[config.mk]
export PLATFORM = sky130hd
export DESIGN_NAME = serial_match_fsm
export DESIGN_NICKNAME = d
export VERILOG_FILES = /design/src/rtl/smf_pkg.sv /design/src/rtl/smf_next.sv /design/src/rtl/smf_regs.sv /design/src/rtl/serial_match_fsm.sv
export SDC_FILE = /design/constraint.sdc
export NUM_CORES = 1
export LEC_CHECK = 0
export BUFFER_PORTS_ARGS = -buffer_cell sky130_fd_sc_hd__buf_2
export CAP_MARGIN = 20
export CORE_AREA = 2 2 39 41
export CTS_BUF_LIST = sky130_fd_sc_hd__clkbuf_8
export DETAILED_ROUTE_END_ITERATION = 6
export DIE_AREA = 0 0 41 43
export REMOVE_ABC_BUFFERS = 1
export SLEW_MARGIN = 0
export SYNTH_ARGS = -nofsm -noshare
export SYNTH_HDL_FRONTEND = slang
export SYNTH_SLANG_ARGS = --single-unit
[constraint.sdc]
create_clock -name clk -period 1 [get_ports clk]
set_input_delay 0 -clock clk [delete_from_list [all_inputs] [get_ports clk]]
set_output_delay 0 -clock clk [all_outputs]
set_load 0.02 [all_outputs]
[src/rtl/smf_pkg.sv]
package smf_pkg;
    localparam int STATE_W = 2;

    typedef enum logic [STATE_W-1:0] {
        ST_NONE = 2'd0,
        ST_Z    = 2'd1,
        ST_ZO   = 2'd2,
        ST_ZOO  = 2'd3
    } smf_state_e;

    typedef struct packed {
        smf_state_e state;
    } smf_regs_t;

    localparam smf_regs_t SMF_RESET = '{state: ST_NONE};
endpackage

[src/rtl/smf_next.sv]
module smf_next
    import smf_pkg::*;
(
    input  smf_regs_t cur_q,
    input  logic      rst,
    input  logic      in_vld,
    input  logic      in_bit,
    output smf_regs_t nxt_d,
    output logic      hit
);
    always_comb begin
        nxt_d = cur_q;
        hit   = 1'b0;
        if (rst) begin
            nxt_d = SMF_RESET;
        end else if (in_vld) begin
            case (cur_q.state)
                ST_NONE: nxt_d.state = in_bit ? ST_NONE : ST_Z;
                ST_Z:    nxt_d.state = in_bit ? ST_ZO   : ST_Z;
                ST_ZO:   nxt_d.state = in_bit ? ST_ZOO  : ST_Z;
                ST_ZOO: begin
                    nxt_d.state = in_bit ? ST_NONE : ST_Z;
                    hit         = ~in_bit;
                end
                default: nxt_d.state = ST_NONE;
            endcase
        end
    end
endmodule

[src/rtl/smf_regs.sv]
module smf_regs
    import smf_pkg::*;
(
    input  logic      clk,
    input  smf_regs_t nxt_d,
    output smf_regs_t cur_q
);
    always_ff @(posedge clk) begin
        cur_q <= nxt_d;
    end
endmodule

[src/rtl/serial_match_fsm.sv]
module serial_match_fsm
    import smf_pkg::*;
(
    input  logic clk,
    input  logic rst,
    input  logic in_vld,
    input  logic in_bit,
    output logic hit
);
    smf_regs_t cur_q;
    smf_regs_t nxt_d;

    smf_next u_next (
        .cur_q  (cur_q),
        .rst    (rst),
        .in_vld (in_vld),
        .in_bit (in_bit),
        .nxt_d  (nxt_d),
        .hit    (hit)
    );

    smf_regs u_regs (
        .clk   (clk),
        .nxt_d (nxt_d),
        .cur_q (cur_q)
    );
endmodule

# == Yosys cells after proc, flatten, opt, wreduce, memory -nomap -nowiden ==
# Index checks and enable logic that the tools add are counted.
# op_classes
eq_ne,3
mux,7
n_bitwise,1
n_reduce_logical,2
# op_table
op,n
2-bit case mux with 3 select lines,1
"2-bit equality test, second input constant",2
1-bit 2-to-1 mux,4
2-bit 2-to-1 mux,2
"2-bit by 1-bit equality test with 1-bit output, second input constant",1
2-bit logical NOT,1
2-bit OR reduction,1
1-bit NOT,1
# totals
register_bits,2
inputBits,4
output_inout_bits,1
elab_cells,14

# == Depth between registers and ports, before layout ==
# logic_depth
word_depth,4
mapped_depth,3

# == By module ==
# Synthesis repeated with hierarchy kept, for this count alone.
# unflattened
cells_unflattened,15
area_unflattened_um2,142.6
# by_module_without_submodules
mod,instances,cells_per_inst,area_each_um2,seq_area_each_um2
smf_next,1,13,102.6,0.0
smf_regs,1,2,40.0,40.0

# == Worst setup path after synthesis ==
# OpenSTA, ideal clock, no wires.
# synth_path
kind,register to register
start,register u_regs.cur_q[0] (netlist name)
end,register u_regs.cur_q[0] (netlist name)
setup_ps,91
t_arrival_ps,668
t_required_ps,909
setup_slack_ps,241
stages_incl_launch_ff,3
n_path_buf,0
path_cell_list,dfxtp_1 > nand2b_1 > a311oi_1
# synth_via
elab_chain_cells,3
word_cells_on_any_way,6
classes_between,3 x eq/ne; 1 x mux; 2 x reduce/logical
# synth_rtl
element,line,rtl
2-bit equality test / 2-bit logical NOT (equally long branches),smf_next.sv:17,case (cur_q.state)
2-bit OR reduction (no line),n/a,
2-bit case mux with 3 select lines *,smf_next.sv:17,
# Mark *: on every way between the ends. The rest lies on a longest branch, timed or not.
# A chain may end at the register's enable or synchronous reset.

# == Worst setup path in the final report ==
# layout_path
start,input port rst
end,output port hit
# layout_via
elab_chain_cells,1
# layout_rtl
element,line,rtl
"start, declared",serial_match_fsm.sv:5,"input logic rst,"
1-bit 2-to-1 mux,smf_next.sv:14,if (rst) begin
"end, declared",serial_match_fsm.sv:8,output logic hit
# No other way between the ends.

==> results.yml <==
finish:
  top_register: "u_regs.cur_q"
  syn2layout_area_growth_pct: 92.50
  layout-drive-gt1-share_pct: 40.00
  largest_reg_flops: 2
  final_nets: 26
  antennaDiodeCount: 0
  reg_top3: "u_regs.cur_q (2)"
global_routing:
  antenna_found_initial: 0
  overflow: 0
  gr-usage-all-layers_pct: 4.108
  grt_pass1_vias: 107
  grt_pass1_wl_um: 379
  grt_max_degree: 6
synthesis:
  ys_ff_latch: 2
  synth_common_cells: "dfxtp_1, nand4b_1, nor2_1"
  synth_area_per_cell_um2: 8.341
  syn_area_um2: 100.1
  ys_top_cells_by_area: "dfxtp_1, nand4b_1, a311oi_1"
  ys_async_sr_fraction_pct: 0
  synthFlopType: "dfxtp_1"
  ys_warn_count: 0
  synth_edf_count: 0
  synth.top_cell.area_share_pct: 40.00
  syn-instance-count: 12
  yosysSeqAreaShare_pct: 40.00
  post_synth_num_cell_types: 9
  synth_top_area_cell: "dfxtp_1"
pwr:
  power.density_nw_per_um2: 2208
  p_leak_nw: 0.07709
  vdd_drop_max_v: 0.0003253
setup_path:
  cpLargestDelayFamily: "buffers and inverters"
  crit_path_frequent_cell: "buf_2"
  max_stage_delay_ps: 530
  cp.arrival_ps: 900
  crit_required_ps: 1000
  crit_fanout: 3
  cp-start-kind: "input pin"
  slowest_stage: "dlygate4sd3_1"
  crit_chain: "dlygate4sd3_1 -> buf_2 -> nor2_1 -> buf_2"
  crit_buf_inv: 3
  critical_path_class: "in2out"
  cp-end-kind: "output port"
timing:
  relSlewSlack_pct: 85.59
  skew_ps: 3.637
  clock.fmax_mhz: 1107
  setup_viol_count_final: 0
  tightest_slew_ps: 214.7
  finalHoldViolations: 0
  period_share_pct: 90.31
  maxSlewViolCount: 0
  setup_tns_ps: 0
  rsz0062_at_grt: "no"
  timing.final.ws_setup_ps: 96.89
  period_needed_ps: 903.1
routing:
  wl_per_cell_um: 6.694
  via_per_inst: 3.278
  ant_nets: 0
  drt_iter0_drc: 2
  firstDrtPassIters: 2
  num_vias: 118
  drt_wl_total_um: 241
  drc: 0
min_path:
  holdCritPathClass: "in2reg"
place:
  globalplace.congestion: 0.4985
  dpl_worst_slack_ps: 182.4
  io_buffers: 4
clocking:
  worstSkewPairLatency_ps: 210
  cts.sinks: 2
  post_cts_buffers: 0
  cts-root-buf: "clkbuf_8"
  clk_pin_slew_worst_paths_ps: 30
  cts.path.max_buffers: 2
  htreeDepth: 1
  numCtsBuffers: 3
  cts_tree: "built"
die:
  initial_core_util_pct: 7.233
  rows: 14
  coreArea_um2: 1384
  die_area_um2: 1763
  die_y_um: 43
  die_w_um: 41
  io_pins: 5
run:
  cap_violations: 0
run_status:
  status: "complete, no violations"
[placed cells by master (no fill, tap or decap), drive strengths merged, types with 2 or more instances in the layout]
cell type  instances
dfxtp              2
nor2               2
buf                4
nand4b             2
clkbuf             3
[layout make-up]
cell class | count | area [um^2]
flip-flops and latches | 2 | 41.29
multi-input cells | 9 | 56.30
fillers | 158 | 1191
well taps | 16 | 20.02
repair buffers | 5 | 30.03
clock buffers | 3 | 41.29
inverters | 1 | 3.754
[stage by stage]
stage | power, mW | instance area (um^2) | cells | hold WS, ps | utilization (%)
6_report | 0.4254 | 192.7 | 36 | 29.45 | 13.92
2_1_floorplan | 0.09797 | 100.1 | 12 | 69.07 | -
5_1_grt | 0.4490 | 192.7 | 36 | 29.91 | 13.92
3_3_place_gp | 0.1094 | 140.1 | 32 | 197.0 | 10.13
4_1_cts | 0.4371 | 191.4 | 36 | 28.09 | 13.83
3_5_place_dp | 0.1098 | 140.1 | 32 | 202.5 | 10.13
[kinds of logic after synthesis]
group	Yosys count	share of synthesized area, %
AO/OA/AOI/OAI	3	18.74
buffers and inverters	1	3.746
flip-flops	2	40.00
AND/OR/NAND/NOR	6	37.51
[report_power, final]
part	internal (mW)	leakage [nW]	switching (mW)
logic	0.0132	0.0388	0.00987
clock network	0.254	0.0216	0.0588
registers	0.0854	0.0167	0.00410
total	0.353	0.0771	0.0727
[timing repair]
action	CTS	global route
resized for setup	0	1
hold endpoints to repair	2	0
setup endpoints to repair	0	1
hold buffers	1	0
[final timing paths]
path	end	slack (ps)	cells past startpoint	startpoint
worst max register to register	u_regs.cur_q[0]	180	2	u_regs.cur_q[0]
worst min-delay path	u_regs.cur_q[0]	30	2	in_bit
worst min register to register	u_regs.cur_q[0]	510	2	u_regs.cur_q[0]
worst max-delay path	hit	100	4	rst
[per-layer routing]
metal / up-vias / part of all wire [%] / GRT usage (%)
met1: 52 / 49 / 3.834
met3: 0 / 16 / 6.283
li1: 61 / - / -
met4: 0 / 0 / 4.000
met2: 5 / 34 / 3.438
met5: - / 0 / 0
No activity file was read; power rests on OpenSTA's default activity.
